File: config.mk
export PLATFORM = sky130hd
export DESIGN_NAME = rbv_verify_engine
export DESIGN_NICKNAME = d
export VERILOG_FILES = /design/src/rtl/rbv_pkg.sv /design/src/rtl/rbv_addr_track.sv /design/src/rtl/rbv_compare.sv /design/src/rtl/rbv_sequencer.sv /design/src/rtl/rbv_verify_engine.sv
export SDC_FILE = /design/constraint.sdc
export NUM_CORES = 1
export LEC_CHECK = 0
export ABC_AREA = 1
export CAP_MARGIN = 20
export CORE_MARGIN = 3
export CORE_UTILIZATION = 55
export CTS_CLUSTER_SIZE = 12
export DETAILED_ROUTE_END_ITERATION = 12
export DONT_BUFFER_PORTS = 1
export HOLD_SLACK_MARGIN = 0.02
export PLACE_DENSITY_LB_ADDON = 0.3
export SKIP_LAST_GASP = 1
export SLEW_MARGIN = 20
export SYNTH_ARGS = -nofsm -noshare
export SYNTH_HDL_FRONTEND = slang
export SYNTH_SLANG_ARGS = --single-unit
File: constraint.sdc
create_clock -name clk -period 1.9 [get_ports clk]
set_input_delay 0.38 -clock clk [delete_from_list [all_inputs] [get_ports clk]]
set_output_delay 0.38 -clock clk [all_outputs]
set_load 0.01 [all_outputs]
File: src/rtl/rbv_pkg.sv
package rbv_pkg;

   typedef enum logic [1:0] {
      REG_CTRL = 2'b00,
      REG_ADDR = 2'b01,
      REG_DATA = 2'b11
   } ap_reg_e;

   typedef enum logic [3:0] {
      ST_IDLE,
      ST_CTRL_ON,
      ST_PAGE_CHK,
      ST_PAGE_LD,
      ST_ADDR_CHK,
      ST_ADDR_WR,
      ST_EXP_WAIT,
      ST_READ,
      ST_CTRL_OFF,
      ST_FINISH
   } seq_state_e;

endpackage

File: src/rtl/rbv_addr_track.sv
module rbv_addr_track #(
   parameter int AW         = 32,
   parameter int CNT_W      = 16,
   parameter int PAGE_BYTES = 64,
   parameter int STEP_BYTES = 4
) (
   input  logic             clk,
   input  logic             rst_n,
   input  logic             load,
   input  logic             step,
   input  logic [AW-1:0]    start_addr,
   input  logic [CNT_W-1:0] word_count,
   input  logic [AW-1:0]    wrap_mask,
   output logic [AW-1:0]    cur_addr,
   output logic             last_word,
   output logic             need_addr,
   output logic             need_page,
   output logic [AW-1:0]    page_base
);

   localparam logic [AW-1:0] PAGE_MASK = AW'(PAGE_BYTES - 1);
   localparam logic [AW-1:0] STEP      = AW'(STEP_BYTES);

   logic [CNT_W-1:0] remain;
   logic             first;

   if (PAGE_BYTES < STEP_BYTES || (PAGE_BYTES & (PAGE_BYTES - 1)) != 0) begin : g_bad_page
      $error("rbv_addr_track: PAGE_BYTES must be a power of two no smaller than a word");
   end
   if (CNT_W < 1) begin : g_bad_cnt
      $error("rbv_addr_track: CNT_W must be at least 1");
   end

   always_ff @(posedge clk or negedge rst_n) begin
      if (!rst_n) begin
         cur_addr <= '0;
         remain   <= '0;
         first    <= 1'b0;
      end else if (load) begin
         cur_addr <= start_addr;
         remain   <= word_count;
         first    <= 1'b1;
      end else if (step) begin
         cur_addr <= cur_addr + STEP;
         remain   <= remain - CNT_W'(1);
         first    <= 1'b0;
      end
   end

   assign last_word = (remain == CNT_W'(1));
   assign need_addr = first | ((cur_addr & wrap_mask) == '0);
   assign need_page = first | ((cur_addr & PAGE_MASK) == '0);
   assign page_base = cur_addr & ~PAGE_MASK;

endmodule

File: src/rtl/rbv_compare.sv
module rbv_compare #(
   parameter int AW    = 32,
   parameter int DW    = 32,
   parameter int LANES = 4
) (
   input  logic          clk,
   input  logic          rst_n,
   input  logic          clear,
   input  logic          exp_load,
   input  logic [DW-1:0] exp_in,
   input  logic          cmp_en,
   input  logic [DW-1:0] got,
   input  logic [AW-1:0] cur_addr,
   output logic          mismatch,
   output logic [AW-1:0] fail_addr,
   output logic [DW-1:0] fail_exp,
   output logic [DW-1:0] fail_got
);

   localparam int LW = DW / LANES;

   logic [DW-1:0]    exp_q;
   logic [LANES-1:0] lane_diff;

   if (LANES < 1 || (DW % LANES) != 0) begin : g_bad_lanes
      $error("rbv_compare: DW must split evenly into LANES");
   end

   for (genvar g = 0; g < LANES; g++) begin : g_lane
      assign lane_diff[g] = (exp_q[g*LW +: LW] != got[g*LW +: LW]);
   end

   assign mismatch = |lane_diff;

   always_ff @(posedge clk or negedge rst_n) begin
      if (!rst_n) begin
         exp_q <= '0;
      end else if (exp_load) begin
         exp_q <= exp_in;
      end
   end

   always_ff @(posedge clk or negedge rst_n) begin
      if (!rst_n) begin
         fail_addr <= '0;
         fail_exp  <= '0;
         fail_got  <= '0;
      end else if (clear) begin
         fail_addr <= '0;
         fail_exp  <= '0;
         fail_got  <= '0;
      end else if (cmp_en && mismatch) begin
         fail_addr <= cur_addr;
         fail_exp  <= exp_q;
         fail_got  <= got;
      end
   end

endmodule

File: src/rtl/rbv_sequencer.sv
module rbv_sequencer
   import rbv_pkg::*;
(
   input  logic       clk,
   input  logic       rst_n,
   input  logic       start,
   input  logic       count_zero,
   input  logic       ap_ack,
   input  logic       fetch_done,
   input  logic       word_valid,
   input  logic       last_word,
   input  logic       need_addr,
   input  logic       need_page,
   input  logic       mismatch,
   output logic       ap_req,
   output logic       ap_wr,
   output logic [1:0] ap_sel,
   output logic       ctrl_on,
   output logic       fetch_req,
   output logic       trk_load,
   output logic       trk_step,
   output logic       exp_load,
   output logic       cmp_en,
   output logic       res_clear,
   output logic       done,
   output logic       busy,
   output logic       pass
);

   seq_state_e state_q, state_d;
   ap_reg_e    sel;

   always_comb begin
      state_d   = state_q;
      ap_req    = 1'b0;
      ap_wr     = 1'b0;
      sel       = REG_CTRL;
      ctrl_on   = 1'b0;
      fetch_req = 1'b0;
      trk_load  = 1'b0;
      trk_step  = 1'b0;
      exp_load  = 1'b0;
      cmp_en    = 1'b0;
      res_clear = 1'b0;
      unique case (state_q)
         ST_IDLE: begin
            if (start) begin
               trk_load  = 1'b1;
               res_clear = 1'b1;
               state_d   = count_zero ? ST_FINISH : ST_CTRL_ON;
            end
         end
         ST_CTRL_ON: begin
            ap_req  = 1'b1;
            ap_wr   = 1'b1;
            ctrl_on = 1'b1;
            if (ap_ack) state_d = ST_PAGE_CHK;
         end
         ST_PAGE_CHK: begin
            state_d = need_page ? ST_PAGE_LD : ST_ADDR_CHK;
         end
         ST_PAGE_LD: begin
            fetch_req = 1'b1;
            if (fetch_done) state_d = ST_ADDR_CHK;
         end
         ST_ADDR_CHK: begin
            state_d = need_addr ? ST_ADDR_WR : ST_EXP_WAIT;
         end
         ST_ADDR_WR: begin
            ap_req = 1'b1;
            ap_wr  = 1'b1;
            sel    = REG_ADDR;
            if (ap_ack) state_d = ST_EXP_WAIT;
         end
         ST_EXP_WAIT: begin
            if (word_valid) begin
               exp_load = 1'b1;
               state_d  = ST_READ;
            end
         end
         ST_READ: begin
            ap_req = 1'b1;
            sel    = REG_DATA;
            if (ap_ack) begin
               cmp_en = 1'b1;
               if (mismatch) begin
                  state_d = ST_CTRL_OFF;
               end else begin
                  trk_step = 1'b1;
                  state_d  = last_word ? ST_CTRL_OFF : ST_PAGE_CHK;
               end
            end
         end
         ST_CTRL_OFF: begin
            ap_req = 1'b1;
            ap_wr  = 1'b1;
            if (ap_ack) state_d = ST_FINISH;
         end
         ST_FINISH: begin
            state_d = ST_IDLE;
         end
         default: state_d = ST_IDLE;
      endcase
   end

   always_ff @(posedge clk or negedge rst_n) begin
      if (!rst_n) begin
         state_q <= ST_IDLE;
      end else begin
         state_q <= state_d;
      end
   end

   always_ff @(posedge clk or negedge rst_n) begin
      if (!rst_n) begin
         pass <= 1'b0;
      end else if (res_clear) begin
         pass <= count_zero;
      end else if (cmp_en && !mismatch && last_word) begin
         pass <= 1'b1;
      end
   end

   assign ap_sel = sel;
   assign done   = (state_q == ST_FINISH);
   assign busy   = (state_q != ST_IDLE) && (state_q != ST_FINISH);

endmodule

File: src/rtl/rbv_verify_engine.sv
module rbv_verify_engine
   import rbv_pkg::*;
#(
   parameter int          AW         = 32,
   parameter int          DW         = 32,
   parameter int          CNT_W      = 16,
   parameter int          PAGE_BYTES = 64,
   parameter int          LANES      = 4,
   parameter logic [31:0] CTRL_INC   = 32'h0000_0012,
   parameter logic [31:0] CTRL_OFF   = 32'h0000_0002
) (
   input  logic             clk,
   input  logic             rst_n,
   input  logic             start,
   input  logic [AW-1:0]    start_addr,
   input  logic [CNT_W-1:0] word_count,
   input  logic [AW-1:0]    wrap_mask,
   output logic             ap_req,
   output logic             ap_wr,
   output logic [1:0]       ap_sel,
   output logic [DW-1:0]    ap_wdata,
   input  logic             ap_ack,
   input  logic [DW-1:0]    ap_rdata,
   output logic             buf_fetch_req,
   output logic [AW-1:0]    buf_fetch_addr,
   input  logic             buf_fetch_done,
   output logic [AW-1:0]    buf_word_addr,
   input  logic             buf_word_valid,
   input  logic [DW-1:0]    buf_word,
   output logic             busy,
   output logic             done,
   output logic             pass,
   output logic [AW-1:0]    fail_addr,
   output logic [DW-1:0]    fail_exp,
   output logic [DW-1:0]    fail_got
);

   localparam int STEP_BYTES = DW / 8;

   if (DW != 32) begin : g_bad_dw
      $error("rbv_verify_engine: data path must be 32 bits wide");
   end
   if (AW > DW || AW < 8) begin : g_bad_aw
      $error("rbv_verify_engine: AW must lie between 8 and DW");
   end

   logic          ctrl_on;
   logic          trk_load, trk_step, exp_load, cmp_en, res_clear;
   logic          last_word, need_addr, need_page, mismatch;
   logic [AW-1:0] cur_addr, page_base;
   logic          count_zero;

   assign count_zero = (word_count == '0);

   rbv_addr_track #(
      .AW         (AW),
      .CNT_W      (CNT_W),
      .PAGE_BYTES (PAGE_BYTES),
      .STEP_BYTES (STEP_BYTES)
   ) u_track (
      .clk        (clk),
      .rst_n      (rst_n),
      .load       (trk_load),
      .step       (trk_step),
      .start_addr (start_addr),
      .word_count (word_count),
      .wrap_mask  (wrap_mask),
      .cur_addr   (cur_addr),
      .last_word  (last_word),
      .need_addr  (need_addr),
      .need_page  (need_page),
      .page_base  (page_base)
   );

   rbv_compare #(
      .AW    (AW),
      .DW    (DW),
      .LANES (LANES)
   ) u_cmp (
      .clk       (clk),
      .rst_n     (rst_n),
      .clear     (res_clear),
      .exp_load  (exp_load),
      .exp_in    (buf_word),
      .cmp_en    (cmp_en),
      .got       (ap_rdata),
      .cur_addr  (cur_addr),
      .mismatch  (mismatch),
      .fail_addr (fail_addr),
      .fail_exp  (fail_exp),
      .fail_got  (fail_got)
   );

   rbv_sequencer u_seq (
      .clk        (clk),
      .rst_n      (rst_n),
      .start      (start),
      .count_zero (count_zero),
      .ap_ack     (ap_ack),
      .fetch_done (buf_fetch_done),
      .word_valid (buf_word_valid),
      .last_word  (last_word),
      .need_addr  (need_addr),
      .need_page  (need_page),
      .mismatch   (mismatch),
      .ap_req     (ap_req),
      .ap_wr      (ap_wr),
      .ap_sel     (ap_sel),
      .ctrl_on    (ctrl_on),
      .fetch_req  (buf_fetch_req),
      .trk_load   (trk_load),
      .trk_step   (trk_step),
      .exp_load   (exp_load),
      .cmp_en     (cmp_en),
      .res_clear  (res_clear),
      .done       (done),
      .busy       (busy),
      .pass       (pass)
   );

   always_comb begin
      if (!ap_wr) begin
         ap_wdata = '0;
      end else if (ap_sel == REG_ADDR) begin
         ap_wdata = DW'(cur_addr);
      end else if (ctrl_on) begin
         ap_wdata = DW'(CTRL_INC);
      end else begin
         ap_wdata = DW'(CTRL_OFF);
      end
   end

   assign buf_fetch_addr = page_base;
   assign buf_word_addr  = cur_addr;

endmodule

* After elaboration in Yosys (flattened, before gate mapping)
Cells that the tools add are included.
Word-level totals: input port bits 150, output and inout bits 200, register bits after elaboration 182
Cells by class: multiplexer cells 44, reductions and logical operators 17, equality and inequality tests 23, add/sub/neg operators 2, bitwise operators 3
Operators by type and width (count):
- $mux 32 | 10
- $logic_not 32->1 | 2
- $mux 4 | 10
- $pmux 4 s9 | 1
- $add 32x3->32 const B | 1
- $and 32x32->32 | 1
- $mux 16 | 2
- $ne 8x8->1 | 4
- $mux 1 | 17
- $eq 16x1->1 const B | 1
- $eq 4x3->1 const B | 4
- $logic_not 16->1 | 1
- $sub 16x1->16 const B | 1
- $ne 2x2->1 const B | 7
- $eq 4x2->1 const B | 2
- $eq 4x4->1 const B | 2
- $reduce_or 4->1 | 2
- $reduce_and 7->1 | 1
- $reduce_bool 2->1 | 3
- $mux 5 | 1
- $eq 4x1->1 const B | 1
- $logic_and 1x1->1 | 4
- $logic_not 4->1 | 1
- $ne 4x4->1 const B | 1
- other kinds (8) | 9

* Depth between registers and ports, before layout
depth after elaboration 7, depth in mapped cells 13

* By module
Synthesis repeated with hierarchy kept, for this count alone.
Unflattened totals: cell total of the unflattened synthesis 1362, area total of the unflattened synthesis 10477.5 µm²
By module, submodules not included:
- rbv_compare | instances 1, area each 5780.5 µm², cells each 599
- rbv_addr_track | instances 1, area each 3739.8 µm², cells each 575
- rbv_sequencer | instances 1, area each 518.0 µm², cells each 89
- rbv_verify_engine | instances 1, area each 439.2 µm², cells each 99

* Least setup slack after synthesis
Ideal clock, no wire load.
path kind reg2reg, start register u_track.cur_addr[3], end register u_track.cur_addr[22], cell stages (with the launch flop) 13, data arrival time 1550 ps, setup slack 233 ps, data required time 1783 ps, cell sequence dfrtp_1 ha_1 nand2_1 inv_1 nand3_1 nor2_1 nand2_1 nor2_2 nand2_1 nand3_1 nand3_1 nand2_1 nand2_1
On the way: cells in the longest elaborated chain, start to end 3
Ends and longest elaborated chain:
- start, declared | RTL line rbv_addr_track.sv:14 | output logic [AW-1:0] cur_addr,
- start signal, assigned | RTL line rbv_addr_track.sv:40 | cur_addr <= start_addr;
- start signal, assigned | RTL line rbv_addr_track.sv:44 | cur_addr <= cur_addr + STEP;
- $add 32x3->32 | RTL line rbv_addr_track.sv:44
- $mux 32 | RTL line rbv_addr_track.sv:43 | end else if (step) begin
- $mux 32 | RTL line rbv_addr_track.sv:39 | end else if (load) begin
No other way between the ends. The select of a mux whose other input is x is not followed. A chain may end at the register's enable or synchronous reset.

* Final worst setup path
start register u_seq.state_q[2], end output port ap_wdata[12]
On the way: cells in the longest elaborated chain, start to end 5, elaborated cells between the ends (all ways) 10, those cells by class eq/ne: 5; mux: 4; reduce/logical: 1
Ends and longest elaborated chain:
- start, declared | RTL line rbv_sequencer.sv:30 | seq_state_e state_q, state_d;
- start signal, assigned | RTL line rbv_sequencer.sv:110 | state_q <= state_d;
- $eq 4x3->1 | RTL line rbv_sequencer.sv:45 | unique case (state_q)
- $pmux 2 s2 | RTL line rbv_sequencer.sv:45
- $eq 2x1->1 | RTL line rbv_verify_engine.sv:124 | end else if (ap_sel == REG_ADDR) begin
- $mux 32 | RTL line rbv_verify_engine.sv:124
- $mux 32 * | RTL line rbv_verify_engine.sv:122 | if (!ap_wr) begin
- end, declared | RTL line rbv_verify_engine.sv:21 | output logic [DW-1:0] ap_wdata,
Mark *: on every way between the ends. The rest lies on a longest branch, timed or not.

==> flow_metrics.tcl <==
set metrics [dict create \
    cp_cell_sequence "buf_6, inv_4, nor2_4, nand2_4, buf_12, nor2_1, buf_4" \
    critical_path_arrival_ns 1.69 \
    vias 9980 \
    die_x_um 141 \
    grt_pass1_wl_um 51800 \
    reg2reg_slack_ns -0.09 \
    clk_pin_slew_ns 0.07 \
    violations "negative hold slack, negative setup slack" \
    ys_ff_latch 182 \
    firstDrtPassIters 7 \
    synth_cells 1337 \
    reg2regPathDepth 14 \
    slew_violations 0 \
    power.density_nw_per_um2 1610 \
    fp.dieH_um 141 \
    holdWs_ns -0.356 \
    synth.distinct_cells 37 \
    area_growth_pct 31.4 \
    worst-path-buf-inv 4 \
    synth_area_per_cell_um2 7.54 \
    clk_latency_ns 0.44 \
    grt_usage_pct 33.2 \
    start_util_pct 57.3 \
    rr_endpoint "u_track.remain[12]$_DFFE_PN0P_" \
    final_cell_area_um2 13300 \
    pre_cts_slack_ns -0.131 \
    ys_warn_count 0 \
    core_um2 17600 \
    design.portCount 350 \
    antenna_found_initial 0 \
    layout_common_cells "397 x nand2_1, 179 x dfrtp_1, 107 x buf_4" \
    cts_tree "built" \
    ir_worst_vdd_mv 0.948 \
    fin_ws_ns -0.170 \
    async_flop_share_pct 100 \
    fin_util_pct 75.3 \
    num_rows 48 \
    wl_per_cell_um 22.1 \
    slowest_stage "dfrtp_1" \
    cts.sinks 182 \
    synth_area_um2 10100 \
    reg2reg_from "u_seq.state_q[2]$_DFFE_PN0P_" \
    fillCellCount 1253 \
    cts-root-buf "clkbuf_16" \
    finalHoldViolCount 182 \
    drc 0 \
    setup_viol 119 \
    drt_wl_total_um 37100 \
    cts-htree-levels 4 \
    slew_headroom_pct 57.8 \
    layout_commonest_cell "nand2_1" \
    gp_congestion 0.932 \
    synth-seq-area-share_pct 45.2 \
    place_area_um2 10700 \
    period_share_pct 109 \
    viasPerCell 5.95 \
    drtIter0Drc 877 \
    grt_pass1_vias 9479 \
    worstMarginPinSlew_ns 0.627 \
    diodes 0 \
    maxCapViolations 0 \
    cp.required_ns 1.52 \
    hp-class "primary input to async pin" \
    finClkSkew_ns 0.0123 \
    path_class "register to output port" \
    synth_edf_count 0 \
    grt-ovfl-total 0 \
    period_minus_slack_ns 2.07 \
    status "complete, but fails checks" \
    p_leak_nw 6.54 \
    io_buffer_count 0 \
    slowest_delay_ns 0.36 \
    fmax_ghz 0.483 \
    endpoint_kind "output port" \
    ys.flop_type "dfrtp_1" \
    nNetsFinal 1592 \
    cp-start-kind "register" \
    numCtsBuffers 17 \
    drive_above_1_share_pct 29.1 \
    grt_max_degree 183 \
    rsz0062_at_grt "true" \
    crit_path_max_fanout 16 \
    path_delay_family "buffers and inverters" \
    die_area_um2 20000 \
    dp_hpwl_um 23400 \
    clk_path_buf_depth 2 \
    final_antenna_net_count 0 \
]
how the worst max path moves through the flow:
| stage | startpoint | end | slack [ns] | cells past startpoint |
|---|---|---|---|---|
| after global routing | u_seq.state_q[2]$_DFFE_PN0P_ | ap_wdata[26] | -0.19 | 7 |
| final | u_seq.state_q[2]$_DFFE_PN0P_ | ap_wdata[12] | -0.17 | 7 |
| after global placement | u_cmp.exp_q[31]$_DFFE_PN0P_ | u_cmp.fail_got[30]$_DFFE_PN0P_ | -0.04 | 10 |
| after CTS | u_seq.state_q[2]$_DFFE_PN0P_ | ap_wdata[18] | -0.15 | 7 |
| after floorplan | u_track.cur_addr[3]$_DFFE_PN0P_ | u_track.cur_addr[22]$_DFFE_PN0P_ | 0.23 | 12 |
| after detailed placement | u_cmp.exp_q[31]$_DFFE_PN0P_ | u_cmp.fail_addr[13]$_DFFE_PN0P_ | -0.13 | 10 |
metrics by stage:
stage          instances  hold slack (ns)  total power [mW]  setup TNS (ns)
6_report            1676           -0.356              21.3           -6.67
5_1_grt             1676           -0.379              22.6          -21.46
4_1_cts             1653           -0.364              19.8           -9.06
3_5_place_dp        1585           0.0945              15.1           -6.78
3_3_place_gp        1585           0.0937              14.9           -2.19
2_1_floorplan       1342           0.0844              12.6               0
cell usage after synthesis (all sizes together), types with 9 or more instances:
library cell  count  share of area, %
a21oi            19              0.94
buf              81               5.8
clkbuf           10              0.37
dfrtp           182                45
inv             113               4.2
mux2             21               2.3
nand2           438                17
nand3           135               6.9
nand4            13              0.81
nor2            133               5.5
nor3             15              0.74
o21ai           115               5.7
xnor2            22               1.9
xor2              9              0.78
flip-flops by register name, summed over array words and instances, names as in the netlist:
signal,cells
u_track.cur_addr,32
u_cmp.exp_q,32
u_cmp.fail_got,32
u_track.first,1
u_cmp.fail_addr,32
u_seq.pass,1
u_track.remain,16
u_cmp.fail_exp,32
u_seq.state_q,4
routing by layer:
metal	vias up	share of wire, %	GRT usage (%)
met5	-	0	0
met2	627	50	57.8
met4	0	5.7	14.8
li1	4463	-	-
met1	4740	33	37.5
met3	150	11	10.2
power by group:
part | total [mW] | switching, mW | internal (mW) | leakage, nW
clock network | 3.55 | 1.73 | 1.82 | 0.291
logic | 9.83 | 5.73 | 4.10 | 3.87
registers | 7.95 | 2.40 | 5.55 | 2.38
total | 21.3 | 9.87 | 11.5 | 6.54
timing repair:
item                                    in CTS  in global routing
gates cloned                                14                 17
pin swaps                                   15                 28
resized for setup                           88                208
endpoints found under the hold margin      182                182
endpoints found under the setup margin     160                181
setup buffers                               22                 11
cell type report:
cell class,instances,area (µm²),area share (%)
Clock buffer,19,453,3.42
Clock inverter,13,133,1.00
Inverter,113,464,3.50
Multi-Input combinational cell,958,5370,40.5
Sequential cell,182,4560,34.4
Tap cell,225,282,2.12
Timing Repair Buffer,165,1990,15.0
Timing Repair inverter,1,8.76,0.0661
cells by family after synthesis:
| group | after synthesis | synth area share [%] |
|---|---|---|
| simple gates | 742 | 31.0 |
| fa+ha+maj | 4 | 0.496 |
| compound gates | 152 | 7.92 |
| mux | 21 | 2.34 |
| other cells | 1 | 0.0372 |
| flops | 182 | 45.2 |
| buf+inv | 204 | 10.4 |
| xor+xnor | 31 | 2.69 |
Power figures use the tool's default switching activity.
